==> src/rtl/i2cCtlPkg.sv <==
package i2cCtlPkg;
  localparam int CTL_W = 5;
  localparam int EN_B  = 0;
  localparam int STO_B = 1;
  localparam int STA_B = 2;
  localparam int ACK_B = 3;
  localparam int CLR_B = 4;
  localparam int ST_W  = 8;

  localparam logic [ST_W-1:0] ST_START    = 8'h08;
  localparam logic [ST_W-1:0] ST_RSTART   = 8'h10;
  localparam logic [ST_W-1:0] ST_ADDR_ACK = 8'h18;
  localparam logic [ST_W-1:0] ST_ADDR_NAK = 8'h20;
  localparam logic [ST_W-1:0] ST_DATA_ACK = 8'h28;
  localparam logic [ST_W-1:0] ST_DATA_NAK = 8'h30;
  localparam logic [ST_W-1:0] ST_ARB_LOST = 8'h38;
  localparam logic [ST_W-1:0] ST_OWN_HIT  = 8'h60;
  localparam logic [ST_W-1:0] ST_NO_INFO  = 8'hF8;

  typedef struct packed {
    logic clear;
    logic hold;
    logic run;
    logic setCode;
    logic dropCode;
  } ctlStrobeT;
endpackage

==> src/rtl/i2cCtlControl.sv <==
module i2cCtlControl
  import i2cCtlPkg::*;
(
  input  logic             clk,
  input  logic             rstN,
  input  logic             wrEn,
  input  logic [CTL_W-1:0] wrData,
  input  logic             evStart,
  input  logic             evAddr,
  input  logic             evData,
  input  logic             evMatch,
  input  logic             evArbLost,
  input  logic             ackIn,
  output logic             flag,
  output logic [ST_W-1:0]  codeOut,
  output logic             ackDrive,
  output ctlStrobeT        strobes
);
  logic enQ, ackEnQ, flagQ, ownQ, inXferQ, setDlyQ;
  logic [ST_W-1:0] codeQ;
  logic enNext, clrWr, evAny, accept;
  logic winStart, winArb;
  logic [ST_W-1:0] nextCode;

  assign enNext = wrEn ? wrData[EN_B] : enQ;
  assign clrWr  = wrEn && wrData[CLR_B];
  assign evAny  = evArbLost | evStart | evAddr | evData | evMatch;
  assign accept = enQ && enNext && !flagQ && evAny;

  // fixed priority among simultaneous events
  always_comb begin
    winStart = 1'b0;
    winArb   = 1'b0;
    if (evArbLost) begin
      nextCode = ST_ARB_LOST;
      winArb   = 1'b1;
    end else if (evStart) begin
      nextCode = inXferQ ? ST_RSTART : ST_START;
      winStart = 1'b1;
    end else if (evAddr) begin
      nextCode = ackIn ? ST_ADDR_ACK : ST_ADDR_NAK;
    end else if (evData) begin
      nextCode = ackIn ? ST_DATA_ACK : ST_DATA_NAK;
    end else begin
      nextCode = ST_OWN_HIT;
    end
  end

  always_ff @(posedge clk or negedge rstN) begin
    if (!rstN) begin
      enQ     <= 1'b0;
      ackEnQ  <= 1'b0;
      flagQ   <= 1'b0;
      ownQ    <= 1'b0;
      inXferQ <= 1'b0;
      setDlyQ <= 1'b0;
      codeQ   <= ST_NO_INFO;
    end else if (!enNext) begin
      enQ     <= 1'b0;
      ackEnQ  <= wrEn ? wrData[ACK_B] : ackEnQ;
      flagQ   <= 1'b0;
      ownQ    <= 1'b0;
      inXferQ <= 1'b0;
      setDlyQ <= 1'b0;
    end else begin
      enQ     <= 1'b1;
      setDlyQ <= accept && !clrWr;
      if (wrEn) ackEnQ <= wrData[ACK_B];
      if (clrWr) begin
        flagQ <= 1'b0;
      end else if (accept) begin
        flagQ <= 1'b1;
        codeQ <= nextCode;
      end
      if (accept && winStart) inXferQ <= 1'b1;
      if (wrEn && wrData[STA_B]) ownQ <= 1'b1;
      if ((accept && winArb) || (wrEn && wrData[STO_B])) begin
        ownQ    <= 1'b0;
        inXferQ <= 1'b0;
      end
    end
  end

  assign flag     = flagQ;
  assign codeOut  = codeQ;
  assign ackDrive = flagQ && ackEnQ && (codeQ == ST_OWN_HIT);

  always_comb begin
    strobes.clear    = !enNext;
    strobes.hold     = flagQ;
    strobes.run      = ownQ && enQ;
    strobes.setCode  = setDlyQ;
    strobes.dropCode = flagQ && clrWr;
  end
endmodule

==> src/rtl/i2cCtlDatapath.sv <==
module i2cCtlDatapath
  import i2cCtlPkg::*;
#(
  parameter int DIV_W = 8,
  parameter int PRE_W = 2
) (
  input  logic             clk,
  input  logic             rstN,
  input  ctlStrobeT        strobes,
  input  logic [ST_W-1:0]  code,
  input  logic [DIV_W-1:0] bitDiv,
  input  logic [PRE_W-1:0] bitPre,
  output logic [ST_W-1:0]  status,
  output logic             sclLow
);
  localparam int MAX_SHIFT = 2 * ((1 << PRE_W) - 1);
  localparam int CNT_W     = DIV_W + MAX_SHIFT + 5;

  logic [CNT_W-1:0] halfLen, cnt;
  logic [ST_W-1:0]  statusQ;
  logic             sclHighQ;

  // half period = 8 + div * 4^pre
  assign halfLen = CNT_W'(8) + (CNT_W'(bitDiv) << {bitPre, 1'b0});

  always_ff @(posedge clk or negedge rstN) begin
    if (!rstN) begin
      statusQ <= ST_NO_INFO;
    end else if (strobes.clear || strobes.dropCode) begin
      statusQ <= ST_NO_INFO;
    end else if (strobes.setCode) begin
      statusQ <= code;
    end
  end

  always_ff @(posedge clk or negedge rstN) begin
    if (!rstN) begin
      cnt      <= '0;
      sclHighQ <= 1'b1;
    end else if (strobes.clear) begin
      cnt      <= '0;
      sclHighQ <= 1'b1;
    end else if (strobes.hold) begin
      cnt      <= '0;
      sclHighQ <= 1'b0;
    end else if (!strobes.run) begin
      cnt      <= '0;
      sclHighQ <= 1'b1;
    end else if (cnt == halfLen - CNT_W'(1)) begin
      cnt      <= '0;
      sclHighQ <= !sclHighQ;
    end else begin
      cnt <= cnt + CNT_W'(1);
    end
  end

  assign status = statusQ;
  assign sclLow = strobes.hold || !sclHighQ;
endmodule

==> src/rtl/i2cCtlUnit.sv <==
module i2cCtlUnit
  import i2cCtlPkg::*;
#(
  parameter int DIV_W = 8,
  parameter int PRE_W = 2
) (
  input  logic             clk,
  input  logic             rstN,
  input  logic             wrEn,
  input  logic [CTL_W-1:0] wrData,
  input  logic [DIV_W-1:0] bitDiv,
  input  logic [PRE_W-1:0] bitPre,
  input  logic             evStart,
  input  logic             evAddr,
  input  logic             evData,
  input  logic             evMatch,
  input  logic             evArbLost,
  input  logic             ackIn,
  output logic             flag,
  output logic [ST_W-1:0]  status,
  output logic             sclLow,
  output logic             sdaLow
);
  ctlStrobeT       strobes;
  logic [ST_W-1:0] code;

  i2cCtlControl ctrl (
    .clk(clk), .rstN(rstN), .wrEn(wrEn), .wrData(wrData),
    .evStart(evStart), .evAddr(evAddr), .evData(evData),
    .evMatch(evMatch), .evArbLost(evArbLost), .ackIn(ackIn),
    .flag(flag), .codeOut(code), .ackDrive(sdaLow), .strobes(strobes)
  );

  i2cCtlDatapath #(.DIV_W(DIV_W), .PRE_W(PRE_W)) dpath (
    .clk(clk), .rstN(rstN), .strobes(strobes), .code(code),
    .bitDiv(bitDiv), .bitPre(bitPre), .status(status), .sclLow(sclLow)
  );
endmodule

==> config.mk <==
export PLATFORM = sky130hd
export DESIGN_NAME = i2cCtlUnit
export DESIGN_NICKNAME = d
export VERILOG_FILES = /design/src/rtl/i2cCtlPkg.sv /design/src/rtl/i2cCtlControl.sv /design/src/rtl/i2cCtlDatapath.sv /design/src/rtl/i2cCtlUnit.sv
export SDC_FILE = /design/constraint.sdc
export NUM_CORES = 1
export LEC_CHECK = 0
export BUFFER_PORTS_ARGS = -buffer_cell sky130_fd_sc_hd__buf_2
export CORE_ASPECT_RATIO = 1.75
export CORE_MARGIN = 8
export CORE_UTILIZATION = 55
export DETAILED_ROUTE_END_ITERATION = 8
export GPL_TIMING_DRIVEN = 0
export PLACE_DENSITY = 0.88
export SLEW_MARGIN = 25
export SYNTH_ARGS = -nofsm -noshare
export SYNTH_HDL_FRONTEND = slang
export SYNTH_SLANG_ARGS = --single-unit
==> constraint.sdc <==
create_clock -name clk -period 2.43 [get_ports clk]
set_input_delay 0.243 -clock clk [delete_from_list [all_inputs] [get_ports clk]]
set_output_delay 0.243 -clock clk [all_outputs]
set_load 0.01 [all_outputs]
* Yosys cells after proc, flatten, opt, wreduce, memory -nomap -nowiden
Cells that the tools add are included.
Operators by class: $add $sub $neg 3, multiply operators 0, divide/modulo/power cells 0, magnitude comparators 0, equal/unequal tests 6, shift-type cells 1, muxes and demuxes 32, bitwise logic cells 5, reduce and logical (&&, ||, !) cells 22
Operator list (count):
- 19-bit 2-to-1 mux | 4
- 8-bit 2-to-1 mux | 6
- 19-bit by 1-bit adder with 19-bit output (second input constant) | 1
- 4-bit by 19-bit adder with 19-bit output (first input constant) | 1
- 19-bit == test | 1
- 1-bit 2-to-1 mux | 19
- 8-bit by 3-bit << shifter with 19-bit output | 1
- 19-bit by 1-bit subtractor with 19-bit output (second input constant) | 1
- 1-bit logical AND | 13
- 5-bit 2-to-1 mux | 2
- 3-bit != test (second input constant) | 3
- 8-bit by 7-bit == test with 1-bit output (second input constant) | 1
- 6-bit 2-to-1 mux | 1
- 1-bit logical NOT | 4
- 4-bit != test (second input constant) | 1
- 1-bit bitwise OR | 4
- 1-bit logical OR | 3
- 3-bit AND reduction | 1
- 2-bit nonzero test | 1
- 1-bit inverter | 1
Storage, ports and cells: register bits 42, latch bits 0, memory bits (writable) 0, memory bits (read-only) 0, input bits 24, output and inout port bits 11, word-level logic and storage cells 79, memories kept 0

* Longest topological paths before layout
Gate-level depths: netlist of the first run.
word-level depth 9, gate-level depth with buffers 13, gate-level depth less buffers 10

* Cells and area by module
From an unflattened synthesis of the first run, not the netlist that was laid out.
Unflattened totals: cells, all modules 322, area, all modules 2975.4 um2
Modules (own cells, without submodules):
- i2cCtlDatapath | times used 1, cells each 258, area each 2314.7 um2, seq. area each 708.2 um2
- i2cCtlControl | times used 1, cells each 64, area each 660.6 um2, seq. area each 281.5 um2

* Worst setup path before layout of the first run
No wires, ideal clock.
path type in2reg, from in bitPre[1], to reg dpath.cnt[10], setup time 0.140 ns, arrival time 3.123 ns, required time 2.290 ns, setup slack -0.833 ns, stages on the path 12, buffers on the path 3, path through buf_2 -> buf_1 -> nor3b_1 -> inv_1 -> ha_1 -> a2111o_1 -> nor3_2 -> or4b_1 -> a31o_2 -> a211oi_4 -> buf_8 -> nor3_2
Between the ends: word-level cells in the longest chain between the ends 8
Ends and longest elaborated chain:
- from (decl) | RTL line i2cCtlUnit.sv:12 | input logic [PRE_W-1:0] bitPre,
- 8-bit by 3-bit << shifter with 19-bit output | RTL line i2cCtlDatapath.sv:24 | assign halfLen = CNT_W'(8) + (CNT_W'(bitDiv) << {bitPre, 1'b0});
- 4-bit by 19-bit adder with 19-bit output | RTL line i2cCtlDatapath.sv:24
- 19-bit by 1-bit subtractor with 19-bit output | RTL line i2cCtlDatapath.sv:49 | end else if (cnt == halfLen - CNT_W'(1)) begin
- 19-bit == test | RTL line i2cCtlDatapath.sv:49
- 19-bit 2-to-1 mux | RTL line i2cCtlDatapath.sv:49
- 19-bit 2-to-1 mux | RTL line i2cCtlDatapath.sv:46 | end else if (!strobes.run) begin
- 19-bit 2-to-1 mux | RTL line i2cCtlDatapath.sv:43 | end else if (strobes.hold) begin
- 19-bit 2-to-1 mux | RTL line i2cCtlDatapath.sv:40 | end else if (strobes.clear) begin
- to (signal assigned) | RTL line i2cCtlDatapath.sv:53 | cnt <= cnt + CNT_W'(1);
- to (decl) | RTL line i2cCtlDatapath.sv:19 | logic [CNT_W-1:0] halfLen, cnt;
Every way passes these cells. A chain may end at the register's enable or synchronous reset.

* Final worst setup path of the first run
from in bitPre[0], to reg dpath.cnt[12]
Same word-level chain as after synthesis.

==> results.py, run 1 <==
metrics = {
    "die": {
        "die_h_um": 106,
        "die_x_um": 67.3,
        "initial_core_util_pct": 57.5,
        "fp.dieArea_um2": 7110,
        "core_um2": 4400,
        "io-pin-count": 35,
        "rows": 32,
    },
    "final_layout": {
        "antenna_cells": 0,
        "drive_above_1_share_pct": 32.5,
        "areaGrowthSynthToFinish_pct": 22.0,
        "largest_reg_flops": 19,
        "top_register": "dpath.cnt",
        "final_cell_mix": "27 x buf_2, 25 x dfrtp_1, 24 x nor2_1, 19 x nand2_1",
        "design_area_um2": 3090,
        "final_cells": 371,
        "final_nets": 345,
        "utilization_pct": 70.1,
        "final_common_cell": "buf_2",
    },
    "synth": {
        "synth_edf_count": 0,
        "synthArstFlopShare_pct": 100,
        "synthFlopType": "dfrtp_1",
        "netlist_area_um2": 2530,
        "ys_seq_elements": 36,
        "ys_types": 58,
        "synth_warnings": 0,
        "avgSynthCellArea_um2": 9.48,
        "syn_inst": 267,
        "yosysSeqAreaShare_pct": 36.1,
    },
    "pwr": {
        "pwr_density_cell_nw_per_um2": 489,
        "leakagePower_uw": 0.00124,
        "switching_share_pct": 28.0,
        "intPower_uw": 1090,
        "seq_power_share_pct": 45.1,
        "p_switching_uw": 423,
        "power_uw": 1510,
        "p_comb_share_pct": 20.1,
        "max-vdd-ir-drop_mv": 0.738,
        "pwr-share-clk_pct": 34.9,
    },
    "route": {
        "num_vias": 2193,
        "antenna_left": 0,
        "via_per_inst": 5.91,
        "drc": 0,
        "drtIter0Drc": 118,
        "finalWirelength_um": 6280,
        "drt_pass1_iterations": 4,
        "routedWlPerCell_um": 16.9,
    },
    "critical_path": {
        "r2r-end": "dpath.cnt[12]",
        "reg2regPathDepth": 9,
        "cp_max_fo": 6,
        "crit_path_end_kind": "register",
        "required_ps": 2590,
        "crit_type": "in2reg",
        "worst-r2r-setup-slack_ps": -120,
        "startpoint_type": "input port",
        "cp.arrival_ps": 2780,
        "rr_startpoint": "dpath.cnt[16]",
    },
    "job": {
        "cap_viol_max_count": 0,
    },
    "placed_design": {
        "place.gp.congestion": 0.903,
        "port_buffers": 27,
        "dp_cells": 347,
        "place_area_um2": 2790,
        "hpwl_um": 4580,
        "preCtsSetupSlack_ps": -881,
    },
    "sta": {
        "fmax_ghz": 0.382,
        "period_share_pct": 108,
        "fin_crit_ps": 2620,
        "finClkSkew_ps": 10.8,
        "maxSlewHeadroom_pct": 47.6,
        "rsz0062_at_grt": "yes",
        "slew_viol_final": 0,
        "hold_viol": 0,
        "timing_worst_slew_pin_value_ps": 786,
        "layout_setup_ws_ps": -188,
        "setup_violations": 15,
    },
    "global_route": {
        "antenna_found_initial": 0,
        "grtUsageTotal_pct": 18.0,
        "grt_overflow": 0,
        "grt_max_degree": 37,
        "grt_pass1_vias": 2360,
        "grt_pass1_wl_um": 10300,
    },
    "clock_tree": {
        "cts_max_level": 2,
        "cts_buffer_depth": 2,
        "path_clk_slew_ps": 80,
        "clock_sinks": 36,
        "cts_tree": "done",
        "clock_latency_ps": 290,
        "numCtsBuffers": 5,
        "cts_root_buf": "clkbuf_8",
    },
    "status": {
        "outcome": "finished, violations left",
        "violations": "setup timing",
    },
    "worst_hold_path": {
        "min_path_type": "in2async",
    },
}
[final cells by class]
type	count	area, um^2
clock buffer	5	68.8
clock inverter	3	42.5
sequential	36	915
fill	338	1320
inverter	11	41.3
tap	51	63.8
multi-input combinational	206	1550
timing repair buffer	43	280
buffer	16	130
[timing repair]
action	in CTS	in global routing
pin swaps	5	4
endpoints found under the setup margin	15	15
cloned	0	1
hold buffers	0	0
resized for setup	13	1
setup buffers	12	3
endpoints found under the hold margin	0	0
[how the worst max path moves through the flow]
stage                          from             to  cells after the start
after CTS                 bitPre[0]   dpath.cnt[6]                     10
after detailed placement  bitPre[0]   dpath.cnt[9]                     12
after global routing      bitPre[0]  dpath.cnt[10]                     13
after global placement    bitPre[0]   dpath.cnt[8]                     12
final                     bitPre[0]  dpath.cnt[12]                     11
after floorplan           bitPre[0]  dpath.cnt[10]                     12
[critical path, stage by stage]
cell	delay (ps)
buf_12	90
buf_4	110
mux4_2	570
xnor2_1	170
or4_4	430
a2111oi_4	370
nand4_2	230
a211oi_4	220
buf_6	160
clkbuf_16	150
nor3_2	40
[cell families after synthesis]
kind of cell / share of synthesized area, %
xor+xnor: 9.69
simple gates: 25.2
fa+ha+maj: 0.988
mux: 9.59
buf+inv: 5.54
compound gates: 12.7
flops: 36.1
other cells: 0.148
[power groups by stage]
| stage | combinational (uW) | sequential (uW) | clock (uW) |
|---|---|---|---|
| floorplan | 188 | 684 | 0 |
| global placement | 266 | 688 | 0 |
| detailed placement | 277 | 690 | 0 |
| CTS | 299 | 680 | 527 |
| global route | 332 | 684 | 561 |
| finish | 303 | 681 | 526 |
[metrics by stage]
stage | TNS [ps] | hold slack [ps]
after floorplan | -8850 | -52.6
after global placement | -11860 | 360
after detailed placement | -12450 | 371
after CTS | -2170 | 51.9
after global routing | -4370 | 85.3
final | -2490 | 27.7
[cells in the mapped netlist (2+ instances only)]
cell | instances | area [um^2]
a21oi_1 | 9 | 45.0
or4_4 | 2 | 22.5
inv_1 | 11 | 41.3
or3_1 | 2 | 12.5
nor2b_1 | 4 | 25.0
nor2_1 | 24 | 90.1
a211oi_1 | 2 | 15.0
nand3_1 | 13 | 65.1
xnor2_1 | 13 | 114
dfrtp_1 | 25 | 626
clkbuf_1 | 7 | 26.3
o21ai_0 | 5 | 25.0
nor3_1 | 10 | 50.1
a31oi_1 | 4 | 25.0
mux2i_1 | 16 | 160
nand4b_1 | 2 | 17.5
o211ai_1 | 3 | 22.5
dfstp_2 | 11 | 289
mux2_2 | 5 | 56.3
nor3b_1 | 3 | 22.5
or4_1 | 3 | 22.5
buf_6 | 2 | 22.5
and3_1 | 7 | 43.8
nand4_1 | 2 | 12.5
nor3_2 | 11 | 110
buf_4 | 3 | 22.5
nand2_1 | 19 | 71.3
nand3b_1 | 3 | 22.5
ha_1 | 2 | 25.0
xor2_1 | 15 | 131
buf_1 | 2 | 7.51
[metal layers]
| metal | GRT usage (%) | up-vias | wire (um) |
|---|---|---|---|
| met5 | 0 | - | 0 |
| met4 | 11.6 | 0 | 320 |
| met3 | 3.29 | 23 | 249 |
| met2 | 32.0 | 62 | 3340 |
| met1 | 17.9 | 1054 | 2370 |
| li1 | - | 1054 | - |
(Power assumes the default switching activity.)
==> run 2: changes to the inputs <==
- PLACE_DENSITY: 0.88 -> 0.77
==> run 2 against run 1 <==
  * The flow still finishes with violations (setup timing)
  * Fmax fell by 1.9%
  * Non-clock buffer count increased by 2
  * Final cell count up 0.54%
  * Critical path depth rose by 1
  * Sequential share of layout area up 0.096 points
  * Sequential power about the same
  * Die area unchanged
  * Register-to-register slack gained 90 ps
  * Flip-flop and latch count stayed put
  * Critical path type unchanged
  * Highest routed layer unchanged
==> results.py, run 2 (same netlist as run 1, synthesis figures left out) <==
metrics = {
    "final_layout": {
        "final_cell_mix": "27 x buf_2, 25 x dfrtp_1, 24 x nor2_1, 21 x buf_4, 18 x nand2_1",
        "final_common_cell": "buf_2",
        "final_nets": 347,
        "top_register": "dpath.cnt",
        "utilization_pct": 69.9,
        "largest_reg_flops": 19,
        "antenna_cells": 0,
        "final_cells": 373,
        "areaGrowthSynthToFinish_pct": 21.6,
        "drive_above_1_share_pct": 32.9,
    },
    "clock_tree": {
        "numCtsBuffers": 5,
        "cts_max_level": 2,
        "cts_buffer_depth": 2,
        "clock_sinks": 36,
        "cts_tree": "done",
        "clock_latency_ps": 300,
        "cts_root_buf": "clkbuf_8",
        "path_clk_slew_ps": 80,
    },
    "placed_design": {
        "hpwl_um": 4490,
        "place.gp.congestion": 0.867,
        "preCtsSetupSlack_ps": -895,
        "port_buffers": 27,
        "dp_cells": 347,
    },
    "critical_path": {
        "required_ps": 2590,
        "setup.worst_path.start": "bitPre[0]",
        "startpoint_type": "input port",
        "rr_startpoint": "dpath.cnt[16]",
        "cp.arrival_ps": 2830,
        "crit_type": "in2reg",
        "crit_path_end_kind": "register",
        "cp_max_fo": 6,
    },
    "sta": {
        "hold_slack_ps": 17.6,
        "fmax_ghz": 0.375,
        "setup_violations": 15,
        "hold_viol": 0,
        "finClkSkew_ps": 8.32,
        "timing_worst_slew_pin_value_ps": 775,
        "period_share_pct": 110,
        "layout_setup_ws_ps": -238,
        "slew_viol_final": 0,
        "maxSlewHeadroom_pct": 48.3,
        "rsz0062_at_grt": "yes",
        "fin_crit_ps": 2670,
    },
    "die": {
        "die_h_um": 106,
        "initial_core_util_pct": 57.5,
        "fp.dieArea_um2": 7110,
        "io-pin-count": 35,
        "die_x_um": 67.3,
        "core_um2": 4400,
        "rows": 32,
    },
    "status": {
        "violations": "setup timing",
        "outcome": "finished, violations left",
    },
    "global_route": {
        "grt_pass1_vias": 2360,
        "grt_max_degree": 37,
        "grt_overflow": 0,
        "grt_pass1_wl_um": 10900,
        "grtUsageTotal_pct": 19.3,
        "antenna_found_initial": 0,
    },
    "route": {
        "drtIter0Drc": 146,
        "via_per_inst": 5.98,
        "antenna_left": 0,
        "drc": 0,
        "finalWirelength_um": 6350,
        "drt_pass1_iterations": 5,
        "routedWlPerCell_um": 17.0,
        "num_vias": 2229,
    },
    "job": {
        "cap_viol_max_count": 0,
    },
    "pwr": {
        "max-vdd-ir-drop_mv": 0.440,
        "power_uw": 1520,
        "pwr_density_cell_nw_per_um2": 494,
        "leakagePower_uw": 0.00124,
    },
    "worst_hold_path": {
        "min_path_type": "in2async",
    },
}
run 2: cell count changes in the layout (fill, tap and decap cells not counted):
cell	change
mux2_4	-1
nand2_2	+1
buf_4	+5
buf_12	+1
buf_8	-1
clkbuf_16	-1
a21boi_2	-1
nand2_1	-1
buf_6	-2
a21boi_1	+1
mux2_2	+1
run 2: worst paths after layout:
path	slack [ps]	cells after the start	endpoint
min in group clk	180	2	ctrl.ackEnQ
min reg2reg	490	2	ctrl.codeOut[6]
max	-240	12	dpath.cnt[5]
max reg2reg	-30	8	dpath.sclHighQ
min	20	1	dpath.cnt[14]
max in group asynchronous	1920	1	ctrl.ownQ
run 2: repair_timing:
action / CTS / global route
endpoints found under the setup margin: 15 / 15
resized for setup: 15 / 1
pin swaps: 9 / 1
hold buffers: 0 / 0
gates cloned: 1 / 0
setup buffers: 16 / 4
run 2: metal layers:
| metal | GRT usage, % | share of wire, % | routed length (um) |
|---|---|---|---|
| met5 | 0 | 0 | 0 |
| met4 | 10.1 | 3.8 | 242 |
| met3 | 3.18 | 4.5 | 286 |
| met2 | 35.1 | 54 | 3430 |
| met1 | 19.8 | 38 | 2390 |
run 2: critical path, cell delays in order:
cell	delay [ps]
buf_12	110
buf_8	120
nor2_1	180
nand2_2	120
ha_4	170
a2111o_1	430
nor3_4	150
or4b_4	480
a31o_4	260
a211oi_4	280
buf_4	220
nor3_2	50
run 2: where the power goes:
group,total [uW],internal [uW],switching [uW]
combinational,307,136,171
sequential,679,652,27.6
clock,534,304,230
total,1520,1090,429
run 2: area by class of cell:
class	count	area, um^2
multi-input cells	206	1540
fillers	349	1330
flip-flops and latches	36	915
repair buffers	46	282
plain buffers	15	124
clock buffers	5	68.8
well taps	51	63.8
clock inverters	3	42.5
inverters	11	41.3
run 2: through the flow:
step	TNS (ps)	area [um^2]
after global placement	-11990	2790
after floorplan	-8850	2590
after detailed placement	-12470	2790
after CTS	-2800	3100
after global routing	-3780	3080
final	-3070	3080
==> run 3: changes to the inputs <==
- ABC_AREA: default -> 1
- CTS_BUF_LIST: default -> sky130_fd_sc_hd__clkbuf_4 sky130_fd_sc_hd__clkbuf_8 sky130_fd_sc_hd__clkbuf_16
- PLACE_DENSITY: 0.77 -> 0.76
- SYNTH_HIERARCHICAL: default -> 1
==> run 3 against run 2 <==
  * The run now ends clean
  * Via count grew 13%
  * Final area increased by 1.1%
  * Flip-flop and latch count grew 3
  * First-iteration DRC count shrank 37%
  * Utilization down 6.3 points
  * Sequential power up 12%
  * Critical endpoint is now dpath/cnt[17]
==> results.py, run 3 <==
metrics = {
    "clock_tree": {
        "cts_root_buf": "clkbuf_8",
        "path_clk_slew_ps": 80,
        "clock_sinks": 39,
        "cts_max_level": 2,
        "cts_buffer_depth": 2,
        "cts_resized": 0,
        "clock_latency_ps": 290,
        "numCtsBuffers": 5,
        "postCtsSetupBuffers": 0,
        "cts_tree": "done",
        "ctsHoldBuffers": 0,
    },
    "synth": {
        "synth.area.top_cells": "dfrtp_1 25%, nand2_1 14%, dfstp_2 10%",
        "synthFlopType": "dfrtp_1",
        "synth_top_area_share_pct": 25.3,
        "synth.most_common_cell": "nand2_1",
        "synth_edf_count": 0,
        "syn_inst": 383,
        "ys_seq_elements": 39,
        "synthArstFlopShare_pct": 100,
        "avgSynthCellArea_um2": 7.23,
        "netlist_area_um2": 2770,
        "synth_common_cells": "105 x nand2_1, 44 x nor2_1, 41 x inv_1",
        "ys_types": 38,
        "synth_warnings": 6,
        "yosysSeqAreaShare_pct": 35.7,
        "yosysTopAreaCell": "dfrtp_1",
    },
    "pwr": {
        "pwr_density_cell_nw_per_um2": 519,
        "max-vdd-ir-drop_mv": 0.481,
        "leakagePower_uw": 0.00155,
        "power_uw": 1620,
    },
    "sta": {
        "setup_violations": 0,
        "hold_viol": 0,
        "rsz0062_at_grt": "no",
        "fin_crit_ps": 2160,
        "slew_viol_final": 0,
        "timing_worst_slew_pin_value_ps": 861,
        "fmax_ghz": 0.463,
        "period_share_pct": 88.8,
        "maxSlewHeadroom_pct": 42.6,
        "finClkSkew_ps": 4.98,
        "hold_slack_ps": 68.7,
    },
    "route": {
        "drc": 0,
        "antenna_left": 0,
        "drt-met1-wl_um": 2260,
        "drt_pass1_iterations": 4,
        "finalWirelength_um": 6070,
        "maxUsedRoutingLayer": "met4",
        "wl_met2_um": 3450,
        "drtIter0Drc": 92,
        "num_vias": 2511,
        "dr_wl_met3_um": 244,
        "via_per_inst": 5.23,
        "routedWlPerCell_um": 12.7,
    },
    "final_layout": {
        "largest_reg_flops": 19,
        "final_common_cell": "nand2_1",
        "final_cells": 480,
        "design_area_um2": 3110,
        "drive_above_1_share_pct": 26.5,
        "top_register": "dpath/cnt",
        "antenna_cells": 0,
        "final_cell_mix": "105 x nand2_1, 44 x nor2_1, 41 x inv_1, 38 x nand3_1, 34 x buf_2",
        "areaGrowthSynthToFinish_pct": 12.4,
        "final_nets": 451,
    },
    "global_route": {
        "grt_overflow": 0,
        "grtUsageTotal_pct": 16.0,
        "grt_pass1_vias": 2525,
        "grt_pass1_wl_um": 10300,
        "antenna_found_initial": 0,
        "grt_max_degree": 40,
    },
    "die": {
        "fp.dieArea_um2": 7650,
        "die_x_um": 69.6,
        "rows": 34,
        "initial_core_util_pct": 56.6,
        "core_um2": 4890,
        "io-pin-count": 35,
        "die_h_um": 110,
    },
    "critical_path": {
        "crit_path_end_kind": "register",
        "required_ps": 2600,
        "rr_startpoint": "dpath/cnt[0]",
        "startpoint_type": "input port",
        "crit_type": "in2reg",
        "setup.worst_path.start": "bitPre[1]",
        "cp_max_fo": 10,
        "cp.arrival_ps": 2330,
        "worst-r2r-setup-slack_ps": 340,
    },
    "worst_hold_path": {
        "min_path_type": "in2async",
    },
    "job": {
        "cap_viol_max_count": 0,
    },
    "placed_design": {
        "dp_cells": 472,
        "port_buffers": 33,
        "hpwl_um": 4930,
        "place_area_um2": 3010,
        "place.gp.congestion": 0.855,
    },
    "status": {
        "outcome": "completed",
    },
}
[run 3: path summary, 6_finish.rpt]
| kind | end | cells after the start |
|---|---|---|
| setup / recovery | dpath/cnt[17] | 17 |
| setup reg to reg | dpath/cnt[18] | 11 |
| hold / removal | dpath/cnt[13] | 1 |
| max in group asynchronous | ctrl/inXferQ | 1 |
| min in group clk | ctrl/ackEnQ | 3 |
| hold reg to reg | ctrl/codeOut[7] | 2 |
[run 3: metrics by stage]
stage | utilization [%] | setup TNS (ps) | setup slack, ps
2_1_floorplan | - | 0 | 384
6_report | 63.6 | 0 | 272
3_3_place_gp | 61.5 | -338 | -37.1
3_5_place_dp | 61.5 | -407 | -44.9
4_1_cts | 63.6 | 0 | 255
5_1_grt | 63.6 | 0 | 65.7
[run 3: cells by family after synthesis]
| group | count (synthesis) | synth area share (%) |
|---|---|---|
| AOI/OAI and AO/OA | 23 | 4.16 |
| xor gates and xnor gates | 20 | 6.60 |
| DFF | 39 | 35.7 |
| and+or+nand+nor | 242 | 43.0 |
| adders and majority gates | 2 | 0.904 |
| buffers and inverters | 56 | 9.49 |
| other | 1 | 0.135 |
[run 3: power breakdown]
part           switching (uW)  total, uW  leakage (uW)  internal [uW]
Clock                     219        489     0.0000549            270
Combinational             229        365       0.00100            136
Sequential               37.2        761      0.000497            724
Total                     485       1620       0.00155           1130
[run 3: layout make-up]
cell class / count / area [um^2]
buffer: 10 / 80.1
tap: 54 / 67.6
multi-input combinational: 290 / 1520
inverter: 46 / 183
sequential: 39 / 990
timing repair buffer: 33 / 165
fill: 464 / 1780
clock buffer: 8 / 104
[run 3: routing by layer]
| metal | vias to the layer above | track usage (%) |
|---|---|---|
| li1 | 1271 | - |
| met1 | 1173 | 14.5 |
| met2 | 56 | 33.8 |
| met3 | 11 | 2.80 |
| met4 | 0 | 5.63 |
| met5 | - | 0 |
[run 3: critical path, cell delays in order]
cell and delay (ps):
buf_2 110, inv_2 150, nand3_2 130, ha_1 260, nand3_1 110, inv_1 50, nor2_2 110, nand3_2 80
inv_1 100, nand3_1 80, nand2_1 60, nand3_1 60, nor2_1 180, nand4_2 200, nand2_4 190, buf_8 170
nor2_2 40
